`config.mk`:
```
export PLATFORM = sky130hd
export DESIGN_NAME = frame_xcvr
export DESIGN_NICKNAME = d
export VERILOG_FILES = /design/src/rtl/frame_xcvr_pkg.sv /design/src/rtl/frame_xcvr_tx.sv /design/src/rtl/frame_xcvr_rx.sv /design/src/rtl/frame_xcvr.sv
export SDC_FILE = /design/constraint.sdc
export NUM_CORES = 1
export LEC_CHECK = 0
export BUFFER_PORTS_ARGS = -buffer_cell sky130_fd_sc_hd__buf_2
export CAP_MARGIN = 20
export CORE_ASPECT_RATIO = 0.8
export CORE_MARGIN = 2
export CORE_UTILIZATION = 45
export CTS_BUF_LIST = sky130_fd_sc_hd__clkbuf_8
export DETAILED_ROUTE_END_ITERATION = 8
export GPL_TIMING_DRIVEN = 1
export PLACE_DENSITY_LB_ADDON = 0.3
export RECOVER_POWER = 50
export SLEW_MARGIN = 20
export SYNTH_ARGS = -nofsm -noshare
export SYNTH_HDL_FRONTEND = slang
export SYNTH_HIERARCHICAL = 1
export SYNTH_SLANG_ARGS = --single-unit
```
`constraint.sdc`:
```
create_clock -name clk_i -period 6.85 [get_ports clk_i]
set_input_delay 1.37 -clock clk_i [delete_from_list [all_inputs] [get_ports clk_i]]
set_output_delay 1.37 -clock clk_i [all_outputs]
set_load 0.03 [all_outputs]
```
`src/rtl/frame_xcvr_pkg.sv`:
```
package frame_xcvr_pkg;
  typedef enum logic [1:0] {
    XS_NONE = 2'd0, XS_OK = 2'd1, XS_CRC_ERR = 2'd2, XS_TIMEOUT = 2'd3
  } xfer_status_e;

  typedef enum logic [1:0] {FS_IDLE, FS_SEND, FS_HOLD, FS_LISTEN} xfer_state_e;

  localparam logic [7:0] CRC_POLY = 8'h07;
  localparam logic [7:0] CRC_SEED = 8'hFF;

  function automatic logic [7:0] crc8_step(input logic [7:0] crc, input logic [7:0] b);
    logic [7:0] c;
    c = crc ^ b;
    for (int i = 0; i < 8; i++) c = c[7] ? ({c[6:0], 1'b0} ^ CRC_POLY) : {c[6:0], 1'b0};
    return c;
  endfunction
endpackage

```
`src/rtl/frame_xcvr_tx.sv`:
```
module frame_xcvr_tx #(
  parameter int unsigned CLK_DIV = 200
) (
  input  logic       clk_i,
  input  logic       rst_ni,
  input  logic       send_i,
  input  logic [7:0] data_i,
  output logic       txd_o,
  output logic       done_o
);
  localparam int unsigned CW = $clog2(CLK_DIV);

  logic [CW-1:0] cnt_q;
  logic [3:0]    bit_q;
  logic [9:0]    sh_q;
  logic          busy_q, done_q;

  always_ff @(posedge clk_i or negedge rst_ni) begin
    if (!rst_ni) begin
      cnt_q <= '0; bit_q <= '0; sh_q <= '1; busy_q <= 1'b0; done_q <= 1'b0;
    end else begin
      done_q <= 1'b0;
      if (!busy_q) begin
        if (send_i) begin
          sh_q   <= {1'b1, data_i, 1'b0};
          busy_q <= 1'b1;
          cnt_q  <= CW'(CLK_DIV - 1);
          bit_q  <= '0;
        end
      end else if (cnt_q != '0) begin
        cnt_q <= cnt_q - CW'(1);
      end else begin
        cnt_q <= CW'(CLK_DIV - 1);
        sh_q  <= {1'b1, sh_q[9:1]};
        if (bit_q == 4'd9) begin
          busy_q <= 1'b0;
          done_q <= 1'b1;
        end else begin
          bit_q <= bit_q + 4'd1;
        end
      end
    end
  end

  assign txd_o  = busy_q ? sh_q[0] : 1'b1;
  assign done_o = done_q;
endmodule

```
`src/rtl/frame_xcvr_rx.sv`:
```
module frame_xcvr_rx #(
  parameter int unsigned CLK_DIV = 200
) (
  input  logic       clk_i,
  input  logic       rst_ni,
  input  logic       rxd_i,
  output logic       valid_o,
  output logic [7:0] data_o
);
  localparam int unsigned CW   = $clog2(CLK_DIV);
  localparam int unsigned HALF = CLK_DIV / 2 - 1;

  logic [1:0]    sync_q;
  logic          rx;
  logic          busy_q, valid_q;
  logic [CW-1:0] cnt_q;
  logic [3:0]    bit_q;
  logic [7:0]    sh_q;

  assign rx = sync_q[1];

  always_ff @(posedge clk_i or negedge rst_ni) begin
    if (!rst_ni) begin
      sync_q <= 2'b11; busy_q <= 1'b0; valid_q <= 1'b0;
      cnt_q <= '0; bit_q <= '0; sh_q <= '0;
    end else begin
      sync_q  <= {sync_q[0], rxd_i};
      valid_q <= 1'b0;
      if (!busy_q) begin
        if (!rx) begin
          busy_q <= 1'b1;
          cnt_q  <= CW'(HALF);
          bit_q  <= '0;
        end
      end else if (cnt_q != '0) begin
        cnt_q <= cnt_q - CW'(1);
      end else begin
        cnt_q <= CW'(CLK_DIV - 1);
        bit_q <= bit_q + 4'd1;
        if (bit_q == 4'd0) begin
          if (rx) busy_q <= 1'b0;       // glitch, not a start bit
        end else if (bit_q < 4'd9) begin
          sh_q <= {rx, sh_q[7:1]};
        end else begin
          busy_q  <= 1'b0;
          valid_q <= rx;                // drop on framing error
        end
      end
    end
  end

  assign valid_o = valid_q;
  assign data_o  = sh_q;
endmodule

```
`src/rtl/frame_xcvr.sv`:
```
module frame_xcvr
  import frame_xcvr_pkg::*;
#(
  parameter int unsigned CLK_DIV        = 200,
  parameter int unsigned PAYLOAD_BYTES  = 28,
  parameter int unsigned TIMEOUT_CYCLES = 100000,
  parameter int unsigned MAX_RETRY      = 2,
  parameter logic [7:0]  DELIM          = 8'h40
) (
  input  logic                       clk_i,
  input  logic                       rst_ni,
  input  logic                       start_i,
  input  logic [PAYLOAD_BYTES*8-1:0] payload_i,
  output logic                       txd_o,
  output logic                       drv_en_o,
  input  logic                       rxd_i,
  output logic                       done_o,
  output logic [1:0]                 status_o,
  output logic [PAYLOAD_BYTES*8-1:0] reply_o
);
  localparam int unsigned FRAME_BYTES = PAYLOAD_BYTES + 2;
  localparam int unsigned IW          = $clog2(FRAME_BYTES);
  localparam int unsigned TMAX        = (TIMEOUT_CYCLES > CLK_DIV) ? TIMEOUT_CYCLES : CLK_DIV;
  localparam int unsigned TW          = $clog2(TMAX + 1);
  localparam int unsigned RW          = $clog2(MAX_RETRY + 2);
  localparam logic [IW-1:0] LAST_IDX  = IW'(FRAME_BYTES - 1);

  xfer_state_e  state_q;
  xfer_status_e status_q;
  logic [IW-1:0] idx_q;
  logic [TW-1:0] tmr_q;
  logic [RW-1:0] retry_q;
  logic [7:0]    crc_q, tx_byte, rx_data;
  logic          kick_q, done_q, tx_done, rx_valid;
  logic [7:0]    pay_q   [PAYLOAD_BYTES];
  logic [7:0]    reply_q [PAYLOAD_BYTES];

  frame_xcvr_tx #(.CLK_DIV(CLK_DIV)) u_tx (
    .clk_i, .rst_ni, .send_i(kick_q), .data_i(tx_byte), .txd_o, .done_o(tx_done)
  );

  frame_xcvr_rx #(.CLK_DIV(CLK_DIV)) u_rx (
    .clk_i, .rst_ni, .rxd_i, .valid_o(rx_valid), .data_o(rx_data)
  );

  always_comb begin
    if (idx_q == '0)            tx_byte = DELIM;
    else if (idx_q == LAST_IDX) tx_byte = crc_q;
    else                        tx_byte = pay_q[idx_q - IW'(1)];
  end

  always_ff @(posedge clk_i or negedge rst_ni) begin
    if (!rst_ni) begin
      state_q <= FS_IDLE; status_q <= XS_NONE; idx_q <= '0; tmr_q <= '0;
      retry_q <= '0; crc_q <= CRC_SEED; kick_q <= 1'b0; done_q <= 1'b0;
    end else begin
      done_q <= 1'b0;
      case (state_q)
        FS_IDLE: if (start_i) begin
          state_q <= FS_SEND; idx_q <= '0; kick_q <= 1'b1;
          crc_q <= CRC_SEED; retry_q <= '0;
        end
        FS_SEND: begin
          if (kick_q) begin
            kick_q <= 1'b0;
            if (idx_q != '0 && idx_q != LAST_IDX) crc_q <= crc8_step(crc_q, tx_byte);
          end
          if (tx_done) begin
            if (idx_q == LAST_IDX) begin
              state_q <= FS_HOLD; tmr_q <= '0;
            end else begin
              idx_q <= idx_q + IW'(1); kick_q <= 1'b1;
            end
          end
        end
        FS_HOLD: begin  // keep driving one bit time past the last stop bit
          if (tmr_q == TW'(CLK_DIV - 1)) begin
            state_q <= FS_LISTEN; tmr_q <= '0; idx_q <= '0; crc_q <= CRC_SEED;
          end else begin
            tmr_q <= tmr_q + TW'(1);
          end
        end
        FS_LISTEN: begin
          tmr_q <= tmr_q + TW'(1);
          if (rx_valid && idx_q == LAST_IDX) begin
            done_q   <= 1'b1;
            status_q <= (rx_data == crc_q) ? XS_OK : XS_CRC_ERR;
            state_q  <= FS_IDLE;
          end else if (tmr_q == TW'(TIMEOUT_CYCLES - 1)) begin
            if (retry_q == RW'(MAX_RETRY)) begin
              done_q <= 1'b1; status_q <= XS_TIMEOUT; state_q <= FS_IDLE;
            end else begin
              retry_q <= retry_q + RW'(1); state_q <= FS_SEND;
              idx_q <= '0; kick_q <= 1'b1; crc_q <= CRC_SEED;
            end
          end else if (rx_valid) begin
            if (idx_q == '0) begin
              if (rx_data == DELIM) idx_q <= IW'(1);
            end else begin
              crc_q <= crc8_step(crc_q, rx_data);
              idx_q <= idx_q + IW'(1);
            end
          end
        end
        default: state_q <= FS_IDLE;
      endcase
    end
  end

  always_ff @(posedge clk_i) begin
    if (state_q == FS_IDLE && start_i)
      for (int k = 0; k < PAYLOAD_BYTES; k++) pay_q[k] <= payload_i[8*k +: 8];
    if (state_q == FS_LISTEN && rx_valid && idx_q != '0 && idx_q != LAST_IDX)
      reply_q[idx_q - IW'(1)] <= rx_data;
  end

  for (genvar k = 0; k < PAYLOAD_BYTES; k++) begin : g_reply
    assign reply_o[8*k +: 8] = reply_q[k];
  end

  assign drv_en_o = (state_q == FS_SEND) || (state_q == FS_HOLD);
  assign done_o   = done_q;
  assign status_o = status_q;
endmodule

```
==> flow_metrics.py <==
metrics = {
    "clock_network": {
        "cts-root-buf": "clkbuf_8",
        "cts_tree": "done",
        "htreeDepth": 3,
        "cts.path.max_buffers": 3,
        "ctsResizeCount": 0,
        "numCtsBuffers": 83,
        "cts.sinks": 533,
        "cts_hold_buf": 0,
        "clkTransAtPathRegs_ps": 60,
        "clock_latency_ps": 660,
        "cts_post_setup_buffers_inserted": 0,
    },
    "sta": {
        "finalSetupViolCount": 0,
        "rsz0062_at_grt": "false",
        "tightestPinTransition_ps": 3626,
        "finalSetupTns_ps": 0,
        "final_hold_viol_count": 0,
        "fin_crit_ps": 4658,
        "timing.fmax_mhz": 214.7,
        "relSlewSlack_pct": -141.8,
        "slew_violations": 272,
        "clock-skew-final_ps": 22.89,
        "fin_crit_sh_pct": 67.99,
    },
    "status": {
        "violations": "max-capacitance violations, max-slew violations",
        "status": "finished, violations left",
    },
    "route": {
        "met3_length_mm": 5.029,
        "dr.pass1.iters": 5,
        "top_layer_used": "met5",
        "first_iter_violations": 999,
        "via_count": 12790,
        "met2WireLength_mm": 24.59,
        "met1Wirelength_mm": 21.84,
        "drtAntennaViolNets": 0,
        "vias_per_cell": 5.295,
        "drc": 0,
        "routed_wl_mm": 52.64,
        "routedWlPerCell_um": 21.79,
    },
    "grt": {
        "antenna_found_initial": 8,
        "overflow": 0,
        "grt_max_degree": 172,
        "grt_pass1_vias": 12660,
        "grt_pass1_wl_mm": 77.42,
        "gr-usage-all-layers_pct": 21.67,
    },
    "power": {
        "pwr-share-seq_pct": 44.0,
        "power_switching_mw": 3.024,
        "cellLeakagePower_nw": 8.784,
        "ir_worst_vdd_v": 0.0002037,
        "combPwrFrac_pct": 29.6,
        "pwr-share-clk_pct": 26.4,
        "p_int_mw": 6.448,
        "switching_share_pct": 31.93,
        "p_per_area_mw_per_mm2": 372.2,
    },
    "worst_hold_path": {
        "hold_depth": 0,
        "worstHoldPathType": "reg2reg",
    },
    "worst_setup_path": {
        "reg2regPathDepth": 4,
        "crit_path_end_kind": "flop",
        "reg2reg_slack_ps": 2250,
        "slowest_stage": "and2_0",
        "required_ps": 7110,
        "max_stage_delay_ps": 2580,
        "cp_cell_sequence": "buf_2, and2_0, buf_12",
        "worstPathMaxFanout": 171,
        "crit_type": "in2reg",
        "arrival_ps": 4910,
        "cp-start-kind": "primary input",
    },
    "yosys": {
        "synth.area.top_cells": "edfxtp_1 64%, dfrtp_1 7.8%, mux4_2 5.9%, dfstp_2 2.4%, nor2_1 1.6%",
        "synth_edf_count": 448,
        "synth_compound_area_share_pct": 5.323,
        "synth-seq-cells": 533,
        "synthAdderAreaFrac_pct": 1.423,
        "syn-num-nets": 1483,
        "avgSynthCellArea_um2": 17.15,
        "syn_inst": 1231,
        "ys_seq_area_share_pct": 73.92,
        "muxShareOfSynthArea_pct": 7.765,
        "synth_cell_types": 97,
        "synthFlopType": "edfxtp_1",
        "synth.top_cell.area_share_pct": 63.73,
        "syn-cell-area_mm2": 0.02111,
        "yosys.area_share.xor_xnor_pct": 2.063,
        "synth_top_family_by_area": "multiplexers",
        "ys_warn_count": 6,
        "yosys.area_share.simple_pct": 7.718,
        "yosysTopAreaCell": "edfxtp_1",
        "synthArstFlopShare_pct": 15.95,
    },
    "die": {
        "dieArea_mm2": 0.04867,
        "die_w_um": 246.1,
        "core-area_mm2": 0.04598,
        "initial_core_util_pct": 45.90,
        "ios": 457,
        "num_rows": 70,
        "die_h_um": 197.7,
    },
    "cells_and_area": {
        "nNetsFinal": 1991,
        "fin_cells": 2416,
        "drive_gt1_share_pct": 35.94,
        "layout_commonest_cell": "edfxtp_1",
        "layout_common_cells": "448 x edfxtp_1, 408 x buf_2, 90 x nor2_1",
        "area_growth_pct": 20.56,
        "finish.utilization_pct": 55.34,
    },
    "place": {
        "gp_congestion": 0.8593,
        "io_buffers": 456,
        "dp_cells": 2266,
        "dp_hpwl_mm": 37.04,
    },
    "flow_run": {
        "maxCapViolCount": 9,
    },
}
-- area by class of cell --
cell class | count | area, µm²
inverter | 19 | 71.32
antenna | 4 | 10.01
multi-input combinational | 631 | 5135
clock inverter | 59 | 342.8
clock buffer | 87 | 1197
fill | 3747 | 20530
tap | 612 | 765.7
timing repair buffer | 471 | 2317
sequential | 533 | 15610
-- path summary, 6_finish.rpt --
kind	startpoint	endpoint
worst min-delay path	u_rx/sync_q[0]$_DFF_PN1_	u_rx/sync_q[1]$_DFF_PN1_
worst max-delay path	start_i	pay_q[6][0]$_DFFE_PP_
min in group asynchronous	rst_ni	u_rx/cnt_q[6]$_DFFE_PN0P_
worst min register to register	u_rx/sync_q[0]$_DFF_PN1_	u_rx/sync_q[1]$_DFF_PN1_
worst max register to register	state_q[1]$_DFFE_PN0P_	pay_q[6][0]$_DFFE_PP_
max in group asynchronous	rst_ni	idx_q[0]$_DFFE_PN0P_
-- through the flow --
stage                     setup WS [ps]  power, mW  hold slack (ps)  area [µm²]
after detailed placement           2359      7.040            347.6       24020
after floorplan                    2275      6.339            345.2       21110
final                              2192      9.472            354.6       25450
after global placement             2482      6.967            347.3       24010
after CTS                          2348      9.561            356.2       25560
after global routing               1893      9.972            364.1       25440
-- power by group through the flow --
stage | sequential (mW) | clock, mW | combinational, mW
floorplan | 4.14 | 0 | 2.20
global placement | 4.21 | 0 | 2.75
detailed placement | 4.23 | 0 | 2.81
CTS | 4.16 | 2.58 | 2.82
global route | 4.21 | 2.71 | 3.06
finish | 4.17 | 2.50 | 2.80
-- sequential cells by signal, indices dropped and copies added (netlist names), 4 cells and up --
| name | cells |
|---|---|
| idx_q | 5 |
| pay_q | 224 |
| reply_q | 224 |
| u_rx/bit_q | 4 |
| u_tx/bit_q | 4 |
| u_rx/data_o | 8 |
| u_tx/cnt_q | 8 |
| crc_q | 8 |
| tmr_q | 17 |
| u_rx/cnt_q | 8 |
| u_tx/sh_q | 9 |
-- per-layer routing --
| metal | GRT usage, % | vias to the layer above |
|---|---|---|
| li1 | - | 5804 |
| met1 | 28.74 | 6264 |
| met2 | 34.08 | 630 |
| met3 | 7.306 | 86 |
| met4 | 6.375 | 8 |
| met5 | 0 | - |
-- worst max-delay path, delay by kind of cell --
| family | cells | cell delay [ps] |
|---|---|---|
| and+or+nand+nor | 1 | 2580 |
| buffers and inverters | 2 | 640 |
-- logic make-up after synthesis --
group,after synthesis
AO/OA/AOI/OAI,163
adder cells (fa/ha/maj),24
flip-flops,533
XOR/XNOR,48
AND/OR/NAND/NOR,304
multiplexers,92
buffers and inverters,67
-- cells in the mapped netlist, drive strengths merged (20+ instances only) --
library cell / number
a21oi: 42
buf: 29
dfrtp: 66
edfxtp: 448
ha: 24
mux2i: 25
mux4: 56
nand2: 71
nand3: 26
nor2: 94
o21ai: 38
o22ai: 20
xnor2: 29
No activity file was read; power rests on OpenSTA's default activity.
